## src/rtl/rsp_pkg.sv

```systemverilog
package rsp_pkg;

   localparam int DEF_ENTRIES = 4;
   localparam int DEF_DATA_W  = 16;
   localparam int DEF_TAG_W   = 3;
   localparam int DEF_OP_W    = 4;

   localparam int NUM_SRC = 2;

   function automatic int unsigned idx_width(input int unsigned n);
      return (n <= 1) ? 1 : $clog2(n);
   endfunction

   function automatic logic tag_hit(input logic [31:0] held,
                                    input logic [31:0] bus,
                                    input logic        bus_valid);
      return bus_valid && (held != 32'd0) && (held == bus);
   endfunction

endpackage

```

## src/rtl/rsp_pick.sv

```systemverilog
module rsp_pick #(
   parameter int N     = 4,
   parameter int IDX_W = 2
) (
   input  logic [N-1:0]     req,
   output logic [N-1:0]     gnt,
   output logic [IDX_W-1:0] idx,
   output logic             any
);

   always_comb begin
      gnt = '0;
      idx = '0;
      for (int i = N - 1; i >= 0; i--) begin
         if (req[i]) begin
            gnt    = '0;
            gnt[i] = 1'b1;
            idx    = IDX_W'(i);
         end
      end
   end

   assign any = |req;

endmodule

```

## src/rtl/rsp_src.sv

```systemverilog
module rsp_src #(
   parameter int DATA_W = 16,
   parameter int TAG_W  = 3
) (
   input  logic              clk,
   input  logic              rst_n,
   input  logic              load,
   input  logic              snoop,
   input  logic [TAG_W-1:0]  ld_tag,
   input  logic [DATA_W-1:0] ld_val,
   input  logic              bc_valid,
   input  logic [TAG_W-1:0]  bc_tag,
   input  logic [DATA_W-1:0] bc_data,
   output logic [TAG_W-1:0]  tag_q,
   output logic [DATA_W-1:0] val_q
);

   logic hit_ld;
   logic hit_held;

   assign hit_ld   = rsp_pkg::tag_hit(32'(ld_tag), 32'(bc_tag), bc_valid);
   assign hit_held = snoop && rsp_pkg::tag_hit(32'(tag_q), 32'(bc_tag), bc_valid);

   always_ff @(posedge clk or negedge rst_n) begin
      if (!rst_n) begin
         tag_q <= '0;
         val_q <= '0;
      end else if (load) begin
         if (hit_ld) begin
            tag_q <= '0;
            val_q <= bc_data;
         end else begin
            tag_q <= ld_tag;
            val_q <= ld_val;
         end
      end else if (hit_held) begin
         tag_q <= '0;
         val_q <= bc_data;
      end
   end

   p_capture_r4: assert property (@(posedge clk) disable iff (!rst_n)
      (!load && hit_held) |=> (tag_q == '0) && (val_q == $past(bc_data)));

   p_early_capture_r5: assert property (@(posedge clk) disable iff (!rst_n)
      (load && hit_ld) |=> (tag_q == '0) && (val_q == $past(bc_data)));

   p_valid_kept_r9: assert property (@(posedge clk) disable iff (!rst_n)
      (!load && tag_q == '0) |=> (tag_q == '0) && $stable(val_q));

endmodule

```

## src/rtl/rsp_entry.sv

```systemverilog
module rsp_entry #(
   parameter int DATA_W = 16,
   parameter int TAG_W  = 3,
   parameter int OP_W   = 4
) (
   input  logic                                   clk,
   input  logic                                   rst_n,
   input  logic                                   flush,
   input  logic                                   load,
   input  logic                                   clear,
   input  logic [OP_W-1:0]                        ld_op,
   input  logic [rsp_pkg::NUM_SRC-1:0][TAG_W-1:0]  ld_tag,
   input  logic [rsp_pkg::NUM_SRC-1:0][DATA_W-1:0] ld_val,
   input  logic                                   bc_valid,
   input  logic [TAG_W-1:0]                       bc_tag,
   input  logic [DATA_W-1:0]                      bc_data,
   output logic                                   busy,
   output logic                                   ready,
   output logic [OP_W-1:0]                        op,
   output logic [rsp_pkg::NUM_SRC-1:0][DATA_W-1:0] val
);

   localparam int NS = rsp_pkg::NUM_SRC;

   logic [NS-1:0][TAG_W-1:0] tag;
   logic [NS-1:0]            src_ok;

   for (genvar s = 0; s < NS; s++) begin : g_src
      rsp_src #(.DATA_W(DATA_W), .TAG_W(TAG_W)) i_src (
         .clk      (clk),
         .rst_n    (rst_n),
         .load     (load),
         .snoop    (busy),
         .ld_tag   (ld_tag[s]),
         .ld_val   (ld_val[s]),
         .bc_valid (bc_valid),
         .bc_tag   (bc_tag),
         .bc_data  (bc_data),
         .tag_q    (tag[s]),
         .val_q    (val[s])
      );
      assign src_ok[s] = (tag[s] == '0);
   end

   always_ff @(posedge clk or negedge rst_n) begin
      if (!rst_n) begin
         busy <= 1'b0;
         op   <= '0;
      end else if (flush) begin
         busy <= 1'b0;
      end else if (load) begin
         busy <= 1'b1;
         op   <= ld_op;
      end else if (clear) begin
         busy <= 1'b0;
      end
   end

   assign ready = busy && (&src_ok);

   p_free_on_accept_r7: assert property (@(posedge clk) disable iff (!rst_n)
      (clear && !load) |=> !busy);

   p_flush_frees_r8: assert property (@(posedge clk) disable iff (!rst_n)
      flush |=> !busy);

endmodule

```

## src/rtl/rsp_pool.sv

```systemverilog
module rsp_pool #(
   parameter int N_ENTRIES = rsp_pkg::DEF_ENTRIES,
   parameter int DATA_W    = rsp_pkg::DEF_DATA_W,
   parameter int TAG_W     = rsp_pkg::DEF_TAG_W,
   parameter int OP_W      = rsp_pkg::DEF_OP_W,
   parameter int TAG_BASE  = 1
) (
   input  logic              clk,
   input  logic              rst_n,
   input  logic              flush,
   input  logic              iss_valid,
   input  logic [OP_W-1:0]   iss_op,
   input  logic [TAG_W-1:0]  iss_tag_a,
   input  logic [DATA_W-1:0] iss_val_a,
   input  logic [TAG_W-1:0]  iss_tag_b,
   input  logic [DATA_W-1:0] iss_val_b,
   output logic              iss_full,
   output logic              iss_empty,
   input  logic              bc_valid,
   input  logic [TAG_W-1:0]  bc_tag,
   input  logic [DATA_W-1:0] bc_data,
   output logic              dsp_valid,
   input  logic              dsp_ready,
   output logic [OP_W-1:0]   dsp_op,
   output logic [DATA_W-1:0] dsp_a,
   output logic [DATA_W-1:0] dsp_b,
   output logic [TAG_W-1:0]  dsp_tag
);

   localparam int N     = N_ENTRIES;
   localparam int NS    = rsp_pkg::NUM_SRC;
   localparam int IDX_W = rsp_pkg::idx_width(N);

   logic [N-1:0]     busy_vec;
   logic [N-1:0]     ready_vec;
   logic [N-1:0]     free_gnt;
   logic [N-1:0]     rdy_gnt;
   logic [N-1:0]     load_vec;
   logic [N-1:0]     clear_vec;
   logic [IDX_W-1:0] free_idx;
   logic [IDX_W-1:0] rdy_idx;
   logic             any_free;
   logic             accept;
   logic             fire;

   logic [OP_W-1:0]              op_arr  [N];
   logic [NS-1:0][DATA_W-1:0]    val_arr [N];
   logic [NS-1:0][TAG_W-1:0]     in_tag;
   logic [NS-1:0][DATA_W-1:0]    in_val;

   assign in_tag = {iss_tag_b, iss_tag_a};
   assign in_val = {iss_val_b, iss_val_a};

   rsp_pick #(.N(N), .IDX_W(IDX_W)) i_free_pick (
      .req (~busy_vec),
      .gnt (free_gnt),
      .idx (free_idx),
      .any (any_free)
   );

   rsp_pick #(.N(N), .IDX_W(IDX_W)) i_ready_pick (
      .req (ready_vec),
      .gnt (rdy_gnt),
      .idx (rdy_idx),
      .any (dsp_valid)
   );

   assign accept    = iss_valid && any_free && !flush;
   assign fire      = dsp_valid && dsp_ready && !flush;
   assign load_vec  = accept ? free_gnt : '0;
   assign clear_vec = fire ? rdy_gnt : '0;

   for (genvar e = 0; e < N; e++) begin : g_entry
      rsp_entry #(.DATA_W(DATA_W), .TAG_W(TAG_W), .OP_W(OP_W)) i_entry (
         .clk      (clk),
         .rst_n    (rst_n),
         .flush    (flush),
         .load     (load_vec[e]),
         .clear    (clear_vec[e]),
         .ld_op    (iss_op),
         .ld_tag   (in_tag),
         .ld_val   (in_val),
         .bc_valid (bc_valid),
         .bc_tag   (bc_tag),
         .bc_data  (bc_data),
         .busy     (busy_vec[e]),
         .ready    (ready_vec[e]),
         .op       (op_arr[e]),
         .val      (val_arr[e])
      );
   end

   assign iss_full  = !any_free;
   assign iss_empty = !(|busy_vec);
   assign dsp_op    = op_arr[rdy_idx];
   assign dsp_a     = val_arr[rdy_idx][0];
   assign dsp_b     = val_arr[rdy_idx][1];
   assign dsp_tag   = TAG_W'(TAG_BASE) + TAG_W'(rdy_idx);

   p_lowest_first_r6: assert property (@(posedge clk) disable iff (!rst_n)
      dsp_valid |-> ((ready_vec & ((N'(1) << rdy_idx) - N'(1))) == '0));

   p_offer_held_r7: assert property (@(posedge clk) disable iff (!rst_n)
      (dsp_valid && !dsp_ready && !flush) |=> dsp_valid);

   p_insert_seen_r2: assert property (@(posedge clk) disable iff (!rst_n)
      accept |=> !iss_empty);

   p_full_holds_r9: assert property (@(posedge clk) disable iff (!rst_n)
      (iss_full && !(dsp_valid && dsp_ready) && !flush) |=> iss_full);

   p_flush_empty_r8: assert property (@(posedge clk) disable iff (!rst_n)
      flush |=> (iss_empty && !dsp_valid));

endmodule

```

## config.mk

```make
export PLATFORM = sky130hd
export DESIGN_NAME = rsp_pool
export DESIGN_NICKNAME = d
export VERILOG_FILES = /design/src/rtl/rsp_pkg.sv /design/src/rtl/rsp_pick.sv /design/src/rtl/rsp_src.sv /design/src/rtl/rsp_entry.sv /design/src/rtl/rsp_pool.sv
export SDC_FILE = /design/constraint.sdc
export NUM_CORES = 1
export LEC_CHECK = 0
export CAP_MARGIN = 20
export CORE_AREA = 2 2 169 171
export DETAILED_ROUTE_END_ITERATION = 7
export DIE_AREA = 0 0 171 173
export GPL_TIMING_DRIVEN = 1
export SLEW_MARGIN = 0
export SYNTH_ARGS = -nofsm -noshare
export SYNTH_HDL_FRONTEND = slang
export SYNTH_SLANG_ARGS = --single-unit
```

## constraint.sdc

```tcl
create_clock -name clk -period 3 [get_ports clk]
set_clock_uncertainty 0.2 [all_clocks]
set_input_delay 0.9 -clock clk [delete_from_list [all_inputs] [get_ports clk]]
set_output_delay 0.9 -clock clk [all_outputs]
set_load 0.005 [all_outputs]
```

==> impl_metrics.tcl <==
set metrics [dict create \
    crit_type "reg -> out" \
    final_cell_mix "172 x dfrtp_1, 129 x buf_4, 103 x nand2_1" \
    cts-buffers-inserted 17 \
    setup_ws_ns -0.772 \
    core_um2 27600 \
    hold_class "in -> async" \
    area.growth.synth_to_final_pct 45.5 \
    drt-met1-wl_mm 14.4 \
    cts_sinks 172 \
    cts_tree "done" \
    ios 109 \
    route.met3.wl_mm 1.80 \
    final_common_cell "dfrtp_1" \
    path_clk_slew_ns 0.08 \
    route.detailed.drc 0 \
    via_count 8744 \
    timing.final.crit_share_pct 126 \
    cp.required_ns 1.90 \
    clk_path_buf_depth 2 \
    async_flop_share_pct 100 \
    fp.dieH_um 173 \
    antenna_found_initial 1 \
    drtPass1Iterations 6 \
    grt.overflow.total 0 \
    cp_common_cell "buf_12" \
    insertion_delay_ns 0.43 \
    synth_fp_nets 996 \
    drive_gt1_share_pct 38.4 \
    finalWeightedCongestion 0.867 \
    finalCriticalPeriod_ns 3.77 \
    clock.fmax_mhz 265 \
    max_stage_delay_ns 0.39 \
    clock-root-buffer "clkbuf_16" \
    netlist_area_um2 9600 \
    routed_wl_mm 33.7 \
    p_leak_nw 5.94 \
    slew_headroom_pct 56.3 \
    avgSynthCellArea_um2 10.3 \
    synth_top_area_cell "dfrtp_1" \
    placed_area_um2 12100 \
    synth_top_cell_area_share_pct 44.8 \
    hpwl_mm 21.8 \
    synth.yosys.seq_area_share_pct 44.8 \
    dieArea_um2 29600 \
    setup_violations 40 \
    initial_core_util_pct 34.8 \
    num_rows 61 \
    htree_levels 4 \
    synth-main-ff-cell "dfrtp_1" \
    worst_slew_pin_slew_ns 0.654 \
    nets 1250 \
    crit_path_start_kind "register" \
    grt_use_total_pct 22.8 \
    path_cells "nor4_2, nand3_1, buf_6, a211oi_4, buf_6, buf_12, buf_16, buf_12, buf_12, mux2i_2, mux2i_1, buf_2" \
    ys_ff_latch 172 \
    fin_area_um2 14000 \
    detail_route.vias_per_cell 5.56 \
    endpoint_kind "output pin" \
    crit_path_top_delay_cell "dfrtp_1" \
    portBuffers 108 \
    synthTopCellsByArea "dfrtp_1 45%, mux2i_1 11%, o221a_2 11%" \
    die_w_um 171 \
    failed_checks "setup timing" \
    routed.top_layer "met5" \
    synth_edf_count 0 \
    fillers 2482 \
    arrival_ns 2.67 \
    wl_per_cell_um 21.4 \
    dr.first_iter.drc_count 783 \
    crit_start "g_entry[2].i_entry.g_src[0].i_src.tag_q[2]" \
    antenna-diode-count 0 \
    grt_pass1_vias 8853 \
    syn_inst 928 \
    grt_max_degree 64 \
    cap_violations 0 \
    slew_violations 0 \
    path_max_fanout 5 \
    rr_startpoint "g_entry[0].i_entry.g_src[1].i_src.tag_q[2]" \
    ys_types 47 \
    dp.cells 1476 \
    cellPowerDensity_nw_per_um2 583 \
    irDropWorstVdd_mv 0.374 \
    status "finished with violations" \
    grt_pass1_wl_mm 51.7 \
    ant_nets 0 \
    hold_violations 0 \
    final_cells 1572 \
    wl_met2_mm 16.6 \
    yosys_warnings 0 \
    rsz0062_at_grt "true" \
]
## cell type report
type / count / area (um^2) / area share (%)
inverter: 50 / 188 / 1.34
clock inverter: 13 / 180 / 1.29
multi-input combinational: 629 / 5290 / 37.8
tap: 378 / 473 / 3.38
timing repair buffer: 312 / 3110 / 22.3
clock buffer: 18 / 429 / 3.07
sequential: 172 / 4300 / 30.8
## synth_stat cells, types with 3 or more instances
cell / number
buf_2: 27
nand2_1: 104
o221a_2: 91
a21boi_2: 6
a221oi_2: 10
inv_1: 50
o21ai_0: 21
o22ai_1: 6
buf_6: 4
or3_1: 65
buf_4: 8
o221a_1: 5
dfrtp_1: 172
xnor2_1: 18
or3b_1: 9
nor3b_1: 3
and3_1: 8
a211oi_1: 7
nor3_1: 34
nor4_1: 4
mux2i_1: 108
a221oi_1: 22
clkbuf_1: 37
o2111ai_2: 4
nand2b_1: 9
nand3_1: 27
nor2_1: 39
## worst paths after layout
kind / slack, ns / depth (start not counted) / endpoint
hold reg to reg: 0.27 / 2 / g_entry[1].i_entry.op[2]
hold / removal: 0.13 / 1 / g_entry[3].i_entry.g_src[0].i_src.val_q[9]
setup / recovery: -0.77 / 12 / dsp_a[6]
min in group clk: 0.27 / 2 / g_entry[1].i_entry.op[2]
setup reg to reg: 0.59 / 7 / g_entry[0].i_entry.g_src[1].i_src.val_q[0]
max in group asynchronous: 1.80 / 2 / g_entry[1].i_entry.g_src[0].i_src.tag_q[0]
## kinds of logic after synthesis
kind of cell	synth area share (%)
simple gates	16.6
flops	44.8
mux	11.3
compound gates	19.4
fa+ha+maj	0.130
xor+xnor	1.82
buf+inv	5.98
## power breakdown
part	total (mW)	internal (mW)	switching [mW]
Clock	2.36	1.33	1.03
Combinational	2.45	1.42	1.04
Sequential	3.34	2.89	0.445
## stage by stage
stage | setup WS [ns] | hold slack [ns] | power (mW) | util, % | setup TNS [ns]
after floorplan | 0.0460 | 0.245 | 4.48 | - | 0
after global placement | -0.958 | 0.256 | 5.53 | 43.8 | -89.53
after detailed placement | -0.932 | 0.260 | 5.57 | 43.8 | -93.60
after CTS | -0.820 | 0.123 | 8.08 | 50.0 | -27.78
after global routing | -0.896 | 0.135 | 8.56 | 50.6 | -31.86
final | -0.772 | 0.131 | 8.15 | 50.6 | -26.46
## registers in the layout (all words and copies together) (netlist names)
signal and cells:
g_entry.i_entry.op 16, g_entry.i_entry.g_src.i_src.tag_q 24, g_entry.i_entry.busy 4, g_entry.i_entry.g_src.i_src.val_q 128
## metal layers
layer / vias to the layer above / track usage [%]
li1: 3970 / -
met1: 4378 / 30.3
met2: 332 / 37.7
met3: 62 / 3.85
met4: 2 / 7.73
met5: - / 0
## worst max-delay path: cells and delay by family (launching register included)
kind / cells / cell delay, ns
compound gates: 1 / 0.23
simple gates: 2 / 0.38
mux: 2 / 0.32
buf+inv: 7 / 0.91
flops: 1 / 0.39
## repair_timing
item | in CTS | in global routing
endpoints found under the setup margin | 137 | 58
hold buffers | 0 | 0
buffers inserted | 54 | 15
gates resized for setup | 280 | 37
pin swaps | 11 | 9
cloned | 7 | 0
hold endpoints to repair | 0 | 0
Power figures use the tool's default switching activity.
